===== src/rtl/tcm_router.sv =====
module tcm_router #(
  parameter int          AW            = 32,
  parameter int          NT            = 5,
  parameter logic [31:0] BOOT_BASE     = 32'hFFFF_0000,
  parameter int          BOOT_SPAN_BITS = 16,
  parameter int          BOOT_OFF_BITS = 12,
  parameter int          IMEM_OFF_BITS = 15,
  parameter int          DMEM_OFF_BITS = 14,
  parameter int          MAIN_OFF_BITS = 22,
  parameter int          IO_OFF_BITS   = 24,
  parameter int          TAG_BITS      = 8,
  parameter logic [7:0]  MAIN_TAG      = 8'h02,
  parameter logic [7:0]  IO_TAG        = 8'h04
) (
  input  logic          clk,
  input  logic          rst_n,
  input  logic          req_valid,
  input  logic          is_write,
  input  logic [AW-1:0] addr,
  input  logic [AW-1:0] imem_limit,
  input  logic [AW-1:0] dmem_base,
  input  logic [AW-1:0] dmem_size,
  output logic [NT-1:0] tgt_sel,
  output logic [AW-1:0] tgt_off,
  output logic          unmapped
);

  localparam logic [AW-1:0] ONE       = AW'(1);
  localparam logic [AW-1:0] BOOT_SPAN = ~((ONE << BOOT_SPAN_BITS) - ONE);
  localparam logic [AW-1:0] BOOT_MSK  = (ONE << BOOT_OFF_BITS) - ONE;
  localparam logic [AW-1:0] IMEM_MSK  = (ONE << IMEM_OFF_BITS) - ONE;
  localparam logic [AW-1:0] DMEM_MSK  = (ONE << DMEM_OFF_BITS) - ONE;
  localparam logic [AW-1:0] MAIN_MSK  = (ONE << MAIN_OFF_BITS) - ONE;
  localparam logic [AW-1:0] IO_MSK    = (ONE << IO_OFF_BITS) - ONE;

  logic [AW:0]         dmem_end;
  logic                boot_hit, imem_hit, dmem_hit;
  logic [TAG_BITS-1:0] tag;
  logic [NT-1:0]       sel_d;
  logic [AW-1:0]       off_d;

  assign dmem_end = {1'b0, dmem_base} + {1'b0, dmem_size};
  assign boot_hit = !is_write && ((addr & BOOT_SPAN) == (BOOT_BASE & BOOT_SPAN));
  assign imem_hit = addr < imem_limit;
  assign dmem_hit = ({1'b0, addr} >= {1'b0, dmem_base}) && ({1'b0, addr} < dmem_end);
  assign tag      = addr[AW-1 -: TAG_BITS];

  always_comb begin
    sel_d = '0;
    off_d = '0;
    if (boot_hit) begin
      sel_d[0] = 1'b1;
      off_d    = addr & BOOT_MSK;
    end else if (imem_hit) begin
      sel_d[1] = 1'b1;
      off_d    = addr & IMEM_MSK;
    end else if (dmem_hit) begin
      sel_d[2] = 1'b1;
      off_d    = (addr - dmem_base) & DMEM_MSK;
    end else if (tag == MAIN_TAG) begin
      sel_d[3] = 1'b1;
      off_d    = addr & MAIN_MSK;
    end else if (tag == IO_TAG) begin
      sel_d[4] = 1'b1;
      off_d    = addr & IO_MSK;
    end
  end

  always_ff @(posedge clk) begin
    if (!rst_n || !req_valid) begin
      tgt_sel  <= '0;
      tgt_off  <= '0;
      unmapped <= 1'b0;
    end else begin
      tgt_sel  <= sel_d;
      tgt_off  <= off_d;
      unmapped <= (sel_d == '0);
    end
  end

endmodule


===== config.mk =====
export PLATFORM = sky130hd
export DESIGN_NAME = tcm_router
export DESIGN_NICKNAME = d
export VERILOG_FILES = /design/src/rtl/tcm_router.sv
export SDC_FILE = /design/constraint.sdc
export NUM_CORES = 1
export LEC_CHECK = 0
export ABC_CLOCK_PERIOD_IN_PS = 15600
export BUFFER_PORTS_ARGS = -buffer_cell sky130_fd_sc_hd__buf_2
export CORE_MARGIN = 5
export CORE_UTILIZATION = 58
export DETAILED_ROUTE_END_ITERATION = 12
export HOLD_SLACK_MARGIN = 0.12
export MAX_ROUTING_LAYER = met4
export PLACE_DENSITY = 0.89
export SLEW_MARGIN = 15
export SYNTH_ARGS = -nofsm -noshare
export SYNTH_HDL_FRONTEND = slang
export SYNTH_SLANG_ARGS = --single-unit

===== constraint.sdc =====
create_clock -name clk -period 15.6 [get_ports clk]
set_clock_uncertainty 0.2 [all_clocks]
set_input_delay 1.56 -clock clk [delete_from_list [all_inputs] [get_ports clk]]
set_output_delay 1.56 -clock clk [all_outputs]
set_load 0.005 [all_outputs]

== Yosys cells after proc, flatten, opt, wreduce, memory -nomap -nowiden ==
Cells that the tools add are included.

* Muxes and demuxes: 14
* $mul: 0
* Equal/unequal tests: 3
* Shift operators: 0
* Reductions and logical operators: 11
* $add $sub $neg: 2
* Bitwise logic cells: 1
* Magnitude comparators: 3
* Div/mod/pow operators: 0

{| class="wikitable"
|+ Operator list
! cell !! number
|-
| 22-bit two-way mux || 2
|-
| 32-bit by 32-bit adder with 33-bit output || 1
|-
| 32-bit by 33-bit less-than comparator with 1-bit output || 1
|-
| 32-bit greater-or-equal comparator || 1
|-
| 32-bit less-than comparator || 1
|-
| 15-bit two-way mux || 2
|-
| 16-bit == test, second input constant || 1
|-
| 14-bit subtractor || 1
|-
| 12-bit two-way mux || 1
|-
| 8-bit by 2-bit == test with 1-bit output, second input constant || 1
|-
| 8-bit by 3-bit == test with 1-bit output, second input constant || 1
|-
| 1-bit two-way mux || 6
|-
| 6-bit OR reduction || 1
|-
| 5-bit zero test || 1
|-
| 5-bit OR reduction || 1
|-
| 4-bit two-way mux || 1
|-
| 4-bit OR reduction || 1
|-
| 1-bit zero test || 3
|-
| 3-bit two-way mux || 1
|-
| 1-bit logical AND || 2
|-
| 2-bit two-way mux || 1
|-
| 2-bit OR reduction || 1
|-
| 1-bit logical OR || 1
|-
| 1-bit inverter || 1
|}

* Output and inout port bits: 38
* Memories kept: 0
* Flip-flop bits (word level): 38
* Input bits: 132
* Bits in read-only memories: 0
* RAM bits: 0
* Bits in latches: 0
* Logic and storage cells: 41

== Depth between registers and ports, before layout ==
Gate-level depths: netlist (run 1).

* Depth in word-level cells: 7
* Mapped depth: 20

== Least setup slack after synthesis (run 1) ==
OpenSTA, ideal clock, no wires.

* Path kind: input-to-reg
* Start point: input dmem_base[0]
* End point: register tgt_off[10]
* Setup time: 0.086 ns
* Data arrival time: 5.708 ns
* Setup slack: 9.606 ns
* Buffers on the path: 1
* Required time: 15.314 ns
* Stages: 20
* Path through: ha_1 fa_1 a21oi_1 o21ai_1 o221a_2 o2111a_1 or3_4 a211oi_4 or4_1 o211ai_1 ha_1 a21oi_1 o221a_2 a221o_1 a221o_1 a41oi_2 a32o_2 a211oi_2 buf_6 o31ai_2

* Longest elaborated chain between the ends: 6
* Elaborated cells between the ends (all ways): 8
* Classes of those cells: 2 x add/sub; 2 x order compare; 3 x mux; 1 x reduce/logical

{| class="wikitable"
|+ Ends and longest elaborated chain
! what !! RTL line !! RTL
|-
| start, declared || 21 || <nowiki>input logic [AW-1:0] dmem_base,</nowiki>
|-
| 32-bit by 32-bit adder with 33-bit output || 42 || <nowiki>assign dmem_end = {1'b0, dmem_base} + {1'b0, dmem_size};</nowiki>
|-
| 32-bit by 33-bit less-than comparator with 1-bit output || 45 || <nowiki>assign dmem_hit = ({1'b0, addr} >= {1'b0, dmem_base}) && ({1'b0, addr} < dmem_end);</nowiki>
|-
| 1-bit logical AND || 45 ||
|-
| 15-bit two-way mux * || 57 || <nowiki>end else if (dmem_hit) begin</nowiki>
|-
| 15-bit two-way mux * || 54 || <nowiki>end else if (imem_hit) begin</nowiki>
|-
| 12-bit two-way mux * || 51 || <nowiki>if (boot_hit) begin</nowiki>
|-
| end signal, assigned || 72 || <nowiki>tgt_off <= '0;</nowiki>
|-
| end signal, assigned || 76 || <nowiki>tgt_off <= off_d;</nowiki>
|-
| end, declared || 24 || <nowiki>output logic [AW-1:0] tgt_off,</nowiki>
|}

Mark *: on every way between the ends. The rest lies on a longest branch, timed or not.
A chain may end at the register's enable or synchronous reset.

== Final worst setup path (run 1) ==
* Start point: input dmem_base[0]
* End point: register tgt_off[13]

* Longest elaborated chain between the ends: 5
* Elaborated cells between the ends (all ways): 7
* Classes of those cells: 2 x add/sub; 2 x order compare; 2 x mux; 1 x reduce/logical

{| class="wikitable"
|+ Ends and longest elaborated chain
! what !! RTL line
|-
| 32-bit by 32-bit adder with 33-bit output || 42
|-
| 32-bit by 33-bit less-than comparator with 1-bit output || 45
|-
| 1-bit logical AND || 45
|-
| 15-bit two-way mux * || 57
|-
| 15-bit two-way mux * || 54
|}

Marked as above.

==> results.tsv, run 1 <==
stage	metric	value	unit
yosys	synth_top_area_share	28.94	%
worst_hold_path	min-delay-start	rst_n	
detailed_routing	wirelength	15380	microns
sta	slew_violations	0	
global_route	grt_pass1_wl	24870	microns
critical_path	cp-start-kind	input port	
worst_hold_path	hold_path.class	in2reg	
sta	setup_viol	0	
detailed_routing	viasPerCell	5.925	
critical_path	cpLargestDelayFamily	compound AO/OA/AOI/OAI gates	
place	dpl.cell_count	958	
place	dp_slack	8.595	ns
yosys	synth_cell_types	71	
clock_tree	clock_path_buffers	2	
global_route	grt_max_degree	17	
sta	fin_crit	6.509	ns
outcome	status	finished clean	
clock_tree	cts_setup_buffers	0	
yosys	yosysTopAreaCell	ha_1	
critical_path	worstPathCellList	buf_2 > ha_1 > fa_1 > a21oi_1 > o21ai_1 > o221a_2 > o2111a_1 > or3_4 > a211oi_4 > nand2_2 > xnor2_1 > ha_1 > a211oi_1 > o221a_2 > o21ai_0 > nor3_1 > a41oi_2 > a32oi_1 > nand3_1 > inv_1 > a32o_1	
cells_and_area	nets	1114	
yosys	synth-seq-cells	30	
clock_tree	tritoncts	yes	
clock_tree	cts-root-buf	clkbuf_8	
sta	fin_crit_sh	41.72	%
detailed_routing	wl_per_cell	15.90	microns
critical_path	worst-path-max-fanout	11	
place	gp_congestion	0.9473	
detailed_routing	dr.pass1.iters	4	
job	drv_cap	0	
power_and_ir_drop	ir_drop	0.00004894	V
clock_tree	cts_resized	0	
yosys	yosys_warnings	0	
sta	rsz0062_at_grt	false	
place	io_buffer_count	161	
floorplanning	num_rows	35	
floorplanning	die_y	106.9	microns
detailed_routing	antenna_left	0	
global_route	grt.total_usage	27.18	%
clock_tree	htreeDepth	2	
cells_and_area	area_growth	18.05	%
critical_path	crit_arrival	6.54	ns
floorplanning	core	0.009196	sq mm
clock_tree	numCtsBuffers	5	
critical_path	cpMaxStageDelayCell	a32oi_1	
sta	relSlewSlack	39.16	%
floorplanning	pin_count	170	
power_and_ir_drop	cellLeakagePower	3.532	nW
yosys	ys_async_sr_fraction	0	%
detailed_routing	vias	5729	
yosys	syn-cell-area	0.005448	sq mm
critical_path	max_stage_delay	0.70	ns
yosys	netlist_instances	695	
sta	setup_tns	0	ns
critical_path	crit_start	dmem_base[0]	
yosys	synth_flop_cell	dfxtp_1	
yosys	synth-edff-count	0	
sta	worst_pin_slew	0.9092	ns
sta	clock.fmax	0.1536	GHz
sta	hold_viol_final	0	
power_and_ir_drop	power_density	57.75	mW/mm^2
global_route	grt_pass1_vias	5330	
detailed_routing	drcViolationCount	0	
sta	worst_hold_slack	1.326	ns
yosys	yosys-top-cells-area	ha_1 29%, dfxtp_1 11%, inv_1 7.0%	
global_route	grt_overflow_total	0	
critical_path	crit_type	in2reg	
floorplanning	dieArea	0.01143	sq mm
yosys	yosysSeqAreaShare	11.02	%
sta	layout_setup_ws	9.091	ns
clock_tree	hold_buffers	0	
clock_tree	clkSlewWorstSetupHoldPaths	0.06	ns
yosys	syn_avg_cell_area	7.838	sq um
critical_path	crit_required	15.63	ns
cells_and_area	drive_gt1_share	23.27	%
global_route	antenna_found_initial	1	
floorplanning	dieWidth	106.9	microns
cells_and_area	final_cell_count_no_fill	967	
place	place_hpwl	13560	microns
floorplanning	start_util	59.24	%
clock_tree	numClockSinks	30	
detailed_routing	drt_iter0_markers	242	
critical_path	endpoint_kind	register	
critical_path	path_buf_inv	2	
[final timing paths]
path                     endpoint  depth (start not counted)
worst max-delay path  tgt_off[13]                         21
worst min-delay path   tgt_sel[1]                          3
[placed cells by master (no fill, tap or decap), types with 4 or more instances in the layout]
master / netlist / routed
buf_2: 1 / 161
ha_1: 126 / 126
inv_1: 102 / 102
a21oi_1: 60 / 60
o21ai_0: 34 / 34
nor2_1: 34 / 34
dfxtp_1: 30 / 30
a21o_1: 29 / 29
nand2_1: 27 / 27
nand4_1: 26 / 26
xnor2_1: 18 / 18
xor2_1: 16 / 16
nand3_1: 14 / 14
nor3_1: 11 / 11
o21a_1: 11 / 11
a211oi_1: 10 / 10
and3_1: 9 / 9
nor2b_1: 8 / 8
o2111ai_1: 8 / 8
o31ai_2: 8 / 8
conb_1: 1 / 8
nand2b_1: 7 / 7
a221o_1: 6 / 6
and2_1: 6 / 6
nor4_1: 6 / 6
o211ai_1: 5 / 5
a211o_1: 5 / 5
clkbuf_8: 0 / 5
and4_1: 4 / 4
or2_2: 4 / 4
[cell families after synthesis]
family	synth area share, %
AOI/OAI and AO/OA	28.64
and+or+nand+nor	16.15
adders and majority gates	29.67
buffers and inverters	8.980
xor gates and xnor gates	5.466
DFF	11.02
other	0.06884
[cell type report]
| type | count | area (sq um) |
|---|---|---|
| antenna | 1 | 2.502 |
| clock buffer | 5 | 68.82 |
| clock inverter | 3 | 40.04 |
| fill | 786 | 2765 |
| inverter | 102 | 382.9 |
| multi-input combinational | 554 | 4392 |
| sequential | 30 | 600.6 |
| tap | 111 | 138.9 |
| timing repair buffer | 161 | 805.8 |
[through the flow]
stage / total power [mW] / cell area, sq um / utilization, %
after detailed placement: 0.2927 / 6312 / 68.64
final: 0.3714 / 6431 / 69.93
after CTS: 0.3685 / 6421 / 69.82
after global placement: 0.2860 / 6312 / 68.64
after floorplan: 0.2326 / 5474 / -
after global routing: 0.4019 / 6431 / 69.93
[sequential cells by signal, indices dropped and copies added (netlist names)]
signal	flops
tgt_off	24
tgt_sel	5
unmapped	1
[report_power, final]
part	total (mW)	leakage, nW	switching (mW)	internal (mW)
Combinational	0.215	3.23	0.120	0.0956
Sequential	0.0802	0.244	0.000749	0.0795
Clock	0.0758	0.0579	0.0289	0.0469
[layer usage]
layer / GRT usage, % / share of wire (%) / vias to the layer above
li1: - / - / 2866
met1: 37.83 / 45 / 2590
met2: 41.14 / 44 / 241
met3: 3.432 / 8.1 / 32
met4: 8.311 / 2.1 / 0
met5: - / 0 / -
[cell usage after synthesis (all sizes together) (5+ instances only)]
cell type / instances
a211oi: 12
a21oi: 62
xnor2: 18
a221o: 6
nor3: 11
nor2: 34
inv: 102
o31ai: 10
nand2b: 7
nor4: 6
o21a: 11
o21ai: 37
ha: 126
and3: 9
buf: 12
nand2: 28
and2: 7
o211ai: 5
o2111ai: 8
xor2: 16
dfxtp: 30
a21o: 30
nand3: 14
nand4: 26
a211o: 5
nor2b: 8
Note: power is estimated with default switching activity, not from simulation.
==> inputs of run 2 (changes only) <==
--- a/config.mk
+++ b/config.mk
@@ -5,14 +5,14 @@
 export SDC_FILE = /design/constraint.sdc
 export NUM_CORES = 1
 export LEC_CHECK = 0
-export ABC_CLOCK_PERIOD_IN_PS = 15600
+export ABC_CLOCK_PERIOD_IN_PS = 6600
 export BUFFER_PORTS_ARGS = -buffer_cell sky130_fd_sc_hd__buf_2
 export CORE_MARGIN = 5
-export CORE_UTILIZATION = 58
+export CORE_UTILIZATION = 54
 export DETAILED_ROUTE_END_ITERATION = 12
 export HOLD_SLACK_MARGIN = 0.12
 export MAX_ROUTING_LAYER = met4
-export PLACE_DENSITY = 0.89
+export PLACE_DENSITY = 0.84
 export SLEW_MARGIN = 15
 export SYNTH_ARGS = -nofsm -noshare
 export SYNTH_HDL_FRONTEND = slang
==> constraint.sdc (replaced) <==
create_clock -name clk -period 6.6 [get_ports clk]
set_clock_uncertainty 0.2 [all_clocks]
set_input_delay 0.66 -clock clk [delete_from_list [all_inputs] [get_ports clk]]
set_output_delay 0.66 -clock clk [all_outputs]
set_load 0.005 [all_outputs]
==> results.tsv, run 2 (synthesis results as in run 1) <==
stage	metric	value	unit
power_and_ir_drop	ir_drop	0.00009333	V
sta	fin_crit	5.731	ns
place	dp_slack	0.6803	ns
clock_tree	htreeDepth	2	
detailed_routing	antenna_left	0	
clock_tree	tritoncts	yes	
critical_path	worst-path-max-fanout	11	
detailed_routing	vias	5675	
cells_and_area	final_cell_mix	161 x buf_2, 126 x ha_1, 102 x inv_1	
floorplanning	dieArea	0.01220	sq mm
cells_and_area	final_common_cell	buf_2	
sta	clock.fmax	0.1745	GHz
sta	slew_violations	0	
detailed_routing	drt_iter0_markers	271	
global_route	grt_overflow_total	0	
global_route	grt.total_usage	25.15	%
floorplanning	die_y	110.4	microns
clock_tree	cts_setup_buffers	0	
clock_tree	hold_buffers	0	
global_route	grt_max_degree	17	
global_route	grt_pass1_wl	25530	microns
floorplanning	dieWidth	110.4	microns
cells_and_area	drive_gt1_share	23.25	%
global_route	antenna_found_initial	1	
critical_path	crit_arrival	5.75	ns
detailed_routing	dr.pass1.iters	5	
critical_path	cpMaxStageDelayCell	a32oi_1	
clock_tree	clock_path_buffers	2	
critical_path	crit_required	6.62	ns
global_route	grt_pass1_vias	5427	
sta	setup_viol	0	
power_and_ir_drop	cellLeakagePower	3.527	nW
critical_path	worstPathCellList	buf_2 > ha_1 > fa_1 > a21oi_1 > o21ai_1 > o221a_2 > o2111a_1 > or3_4 > a211oi_4 > nand2_2 > xnor2_1 > ha_1 > a211oi_1 > o221a_2 > o21ai_0 > nor3_1 > a41oi_2 > a32oi_1 > nand3_1 > inv_1 > a32o_1	
floorplanning	num_rows	36	
cells_and_area	largest_register_ffs	24	
place	io_buffer_count	161	
worst_hold_path	min_to	tgt_sel[1]	
power_and_ir_drop	power	0.8473	mW
place	place_hpwl	13790	microns
detailed_routing	viasPerCell	5.732	
critical_path	endpoint_kind	register	
detailed_routing	drcViolationCount	0	
sta	rsz0062_at_grt	false	
place	dpl.cell_count	981	
cells_and_area	top_register	tgt_off	
clock_tree	clkSlewWorstSetupHoldPaths	0.06	ns
detailed_routing	wl_per_cell	15.82	microns
cells_and_area	area_growth	18.24	%
place	gp_congestion	0.9554	
floorplanning	core	0.009819	sq mm
worst_hold_path	hold_path.class	in2reg	
worst_hold_path	holdPathStages	3	
cells_and_area	top_regs	tgt_off (24), tgt_sel (5), unmapped (1)	
critical_path	max_stage_delay	0.77	ns
outcome	status	finished clean	
detailed_routing	wirelength	15660	microns
floorplanning	start_util	55.48	%
sta	worst_pin_slew	0.9787	ns
sta	layout_setup_ws	0.8686	ns
critical_path	crit_type	in2reg	
job	drv_cap	0	
clock_tree	cts-root-buf	clkbuf_8	
clock_tree	numClockSinks	30	
cells_and_area	final_cell_count_no_fill	990	
sta	fin_crit_sh	86.84	%
sta	setup_tns	0	ns
critical_path	cp-start-kind	input port	
floorplanning	pin_count	170	
clock_tree	numCtsBuffers	5	
power_and_ir_drop	power_density	131.5	mW/mm^2
cells_and_area	nets	1115	
sta	relSlewSlack	34.75	%
clock_tree	cts_resized	0	
worst_hold_path	min-delay-start	rst_n	
sta	hold_viol_final	0	
## run 2: cell types whose count changed in the layout (fill, tap and decap cells not counted), sizes merged
cell,before,now
clkbuf,5,7
buf,161,162
bufinv,1,0
clkinv,2,1
## run 2: how the worst max path moves through the flow
stage,to,start
floorplan,tgt_off[10],dmem_base[0]
global placement,tgt_off[13],dmem_base[0]
detailed placement,tgt_off[12],dmem_base[0]
CTS,tgt_off[12],dmem_base[0]
global route,tgt_off[12],dmem_base[0]
finish,tgt_off[12],dmem_base[0]
## run 2: area by class of cell
type                    count  area (sq um)
well taps                 133         166.4
multi-input cells         554          4384
flip-flops and latches     30         600.6
clock buffers               7         86.33
clock inverters             1         5.005
fillers                   880          3378
diodes                      1         2.502
inverters                 102         382.9
repair buffers            162         813.3
## run 2: power by group
group | switching [mW] | internal, mW | total [mW]
logic | 0.284 | 0.225 | 0.510
clock network | 0.0640 | 0.0839 | 0.148
registers | 0.00188 | 0.188 | 0.190
total | 0.350 | 0.497 | 0.847
## run 2: metal layers
metal,global-route usage [%],routed length (microns),part of all wire [%]
met3,3.063,1239,7.9
met5,-,0,0
met2,39.20,6886,44
met1,34.28,7221,46
met4,7.143,311,2.0
## run 2: critical path: cells and delay by family
kind                     cells  cell delay [ns]
buffers and inverters        2             0.27
AO/OA/AOI/OAI               11             2.73
adder cells (fa/ha/maj)      3             0.92
XOR/XNOR                     1             0.17
AND/OR/NAND/NOR              4             0.98
## run 2: per-stage QoR
stage / util [%] / instance area (sq um) / hold WS (ns)
detailed placement: 64.64 / 6347 / 0.7158
global placement: 64.64 / 6347 / 0.7104
CTS: 65.57 / 6439 / 0.4258
global route: 65.60 / 6441 / 0.4560
floorplan: - / 5474 / 0.5722
finish: 65.60 / 6441 / 0.4316
==> inputs of run 3 (changes only) <==
--- a/config.mk
+++ b/config.mk
@@ -5,7 +5,7 @@
 export SDC_FILE = /design/constraint.sdc
 export NUM_CORES = 1
 export LEC_CHECK = 0
-export ABC_CLOCK_PERIOD_IN_PS = 6600
+export ABC_CLOCK_PERIOD_IN_PS = 5400
 export BUFFER_PORTS_ARGS = -buffer_cell sky130_fd_sc_hd__buf_2
 export CORE_MARGIN = 5
 export CORE_UTILIZATION = 54
==> constraint.sdc (replaced) <==
create_clock -name clk -period 5.4 [get_ports clk]
set_clock_uncertainty 0.2 [all_clocks]
set_input_delay 1.62 -clock clk [delete_from_list [all_inputs] [get_ports clk]]
set_output_delay 1.62 -clock clk [all_outputs]
set_load 0.005 [all_outputs]
==> results.tsv, run 3 (synthesis results as in run 1) <==
stage	metric	value	unit
clock_tree	cts-root-buf	clkbuf_8	
clock_tree	tritoncts	yes	
sta	setup_tns	-20.96	ns
floorplanning	start_util	55.48	%
sta	worst_hold_slack	1.425	ns
critical_path	worst-path-max-fanout	6	
sta	rsz0062_at_grt	true	
power_and_ir_drop	power	1.204	mW
detailed_routing	vias	6501	
clock_tree	numCtsBuffers	5	
place	io_buffer_count	161	
global_route	grt_pass1_wl	29790	microns
cells_and_area	area_growth	38.79	%
place	place_hpwl	14760	microns
critical_path	crit_arrival	6.21	ns
job	drv_cap	0	
cells_and_area	final_cell_count_no_fill	1104	
sta	hold_viol_final	0	
worst_hold_path	hold_path.class	in2reg	
detailed_routing	drcViolationCount	0	
clock_tree	clock_path_buffers	2	
cells_and_area	final_cell_mix	159 x buf_2, 125 x ha_1, 113 x buf_4	
sta	fin_crit_sh	115.3	%
sta	worst_pin_slew	1.005	ns
detailed_routing	viasPerCell	5.889	
cells_and_area	multi_input_area	0.004588	sq mm
place	placed_area	0.007118	sq mm
power_and_ir_drop	ir_drop	0.0001125	V
floorplanning	num_rows	36	
global_route	grt_max_degree	17	
floorplanning	dieWidth	110.4	microns
critical_path	crit_required	5.38	ns
detailed_routing	antenna_left	0	
power_and_ir_drop	p_sw	0.4985	mW
cells_and_area	fillers	699	
detailed_routing	dr.pass1.iters	6	
detailed_routing	drt_iter0_markers	489	
power_and_ir_drop	power_density	159.3	mW/mm^2
clock_tree	numClockSinks	30	
floorplanning	dieArea	0.01220	sq mm
critical_path	cp-start-kind	input port	
outcome	status	finished, violations left	
clock_tree	hold_buffers	0	
sta	clock.fmax	0.1606	GHz
sta	fin_crit	6.225	ns
clock_tree	clkSlewWorstSetupHoldPaths	0.06	ns
sta	layout_setup_ws	-0.8252	ns
detailed_routing	wirelength	19340	microns
place	gp_congestion	0.9319	
power_and_ir_drop	cellLeakagePower	4.132	nW
detailed_routing	wl_per_cell	17.52	microns
clock_tree	htreeDepth	2	
power_and_ir_drop	sw_frac_of_total	41.40	%
cells_and_area	top_register	tgt_off	
global_route	grt.total_usage	29.20	%
cells_and_area	largest_register_ffs	24	
global_route	antenna_found_initial	1	
cells_and_area	register_area	600.6	sq um
cells_and_area	drive_gt1_share	34.43	%
power_and_ir_drop	clockPowerShare	14.6	%
critical_path	crit_type	in2reg	
global_route	grt_overflow_total	0	
power_and_ir_drop	intPower	0.7057	mW
power_and_ir_drop	p_seq_share	19.3	%
sta	setup_viol	28	
outcome	failed_checks	setup timing	
floorplanning	core	0.009819	sq mm
floorplanning	die_y	110.4	microns
global_route	grt_pass1_vias	6356	
place	dpl.cell_count	1079	
floorplanning	pin_count	170	
sta	relSlewSlack	32.85	%
cells_and_area	design_area	0.007561	sq mm
sta	slew_violations	0	
cells_and_area	nets	1231	
cells_and_area	top_regs	tgt_off (24), tgt_sel (5), unmapped (1)	
cells_and_area	final_common_cell	buf_2	
critical_path	endpoint_kind	register	
power_and_ir_drop	power_frac_comb	66.1	%
## run 3: cell count changes in the layout (fill, tap and decap cells not counted), moves of 3 or more
cell,before,now
a211oi_1,10,7
o31ai_2,8,2
nor2_1,34,31
nor3_1,11,8
buf_6,0,3
nor3_2,0,3
o31ai_4,2,8
buf_4,1,113
## run 3: worst max-delay path, stage by stage
cell	delay, ns
buf_8	0.10
ha_4	0.16
fa_2	0.40
a21oi_4	0.16
o21ai_2	0.09
o221a_4	0.23
o2111a_1	0.26
or3_4	0.36
a211oi_4	0.31
or4_1	0.17
o211ai_1	0.10
ha_1	0.31
a21oi_1	0.07
o221a_2	0.27
a221o_1	0.33
a221o_1	0.31
a41oi_2	0.21
a32o_2	0.23
a211oi_4	0.11
clkbuf_16	0.20
o31ai_4	0.19
## run 3: worst paths after layout
| check | cells past startpoint | endpoint | start | slack, ns |
|---|---|---|---|---|
| worst max-delay path | 21 | tgt_off[8] | dmem_base[0] | -0.83 |
| worst min-delay path | 3 | tgt_off[17] | addr[17] | 1.43 |
## run 3: metal layers
layer / share of wire, % / GRT usage (%) / vias up
met5: 0 / - / -
met2: 47 / 47.29 / 340
li1: - / - / 3097
met1: 42 / 37.76 / 3000
met4: 3.8 / 10.76 / 0
met3: 7.1 / 2.899 / 64
## run 3: timing repair
item	4_1_cts	5_1_grt
pin swaps	7	3
cloned	0	1
setup endpoints to repair	28	28
resized for setup	15	21
setup buffers	13	4
## run 3: per-stage QoR
| step | setup WS, ns | utilization (%) |
|---|---|---|
| finish | -0.8252 | 77.00 |
| detailed placement | -0.9887 | 72.49 |
| floorplan | -0.5324 | - |
| global route | -0.9079 | 77.00 |
| CTS | -0.5942 | 75.03 |
| global placement | -0.8861 | 72.49 |
## run 3: area by class of cell
cell class                      count  area share (%)
Multi-Input combinational cell    554           60.68
Timing Repair Buffer              278           22.99
Sequential cell                    30           7.943
Inverter                          102           5.064
Tap cell                          133           2.201
Clock buffer                        6           1.092
Antenna cell                        1         0.03310
## run 3: power by group through the flow
| stage | Combinational (mW) | Sequential [mW] | Clock [mW] |
|---|---|---|---|
| after CTS | 0.729 | 0.232 | 0.174 |
| after global routing | 0.867 | 0.233 | 0.183 |
| after detailed placement | 0.705 | 0.237 | 0 |
| after global placement | 0.685 | 0.237 | 0 |
| final | 0.796 | 0.232 | 0.176 |
| after floorplan | 0.436 | 0.238 | 0 |
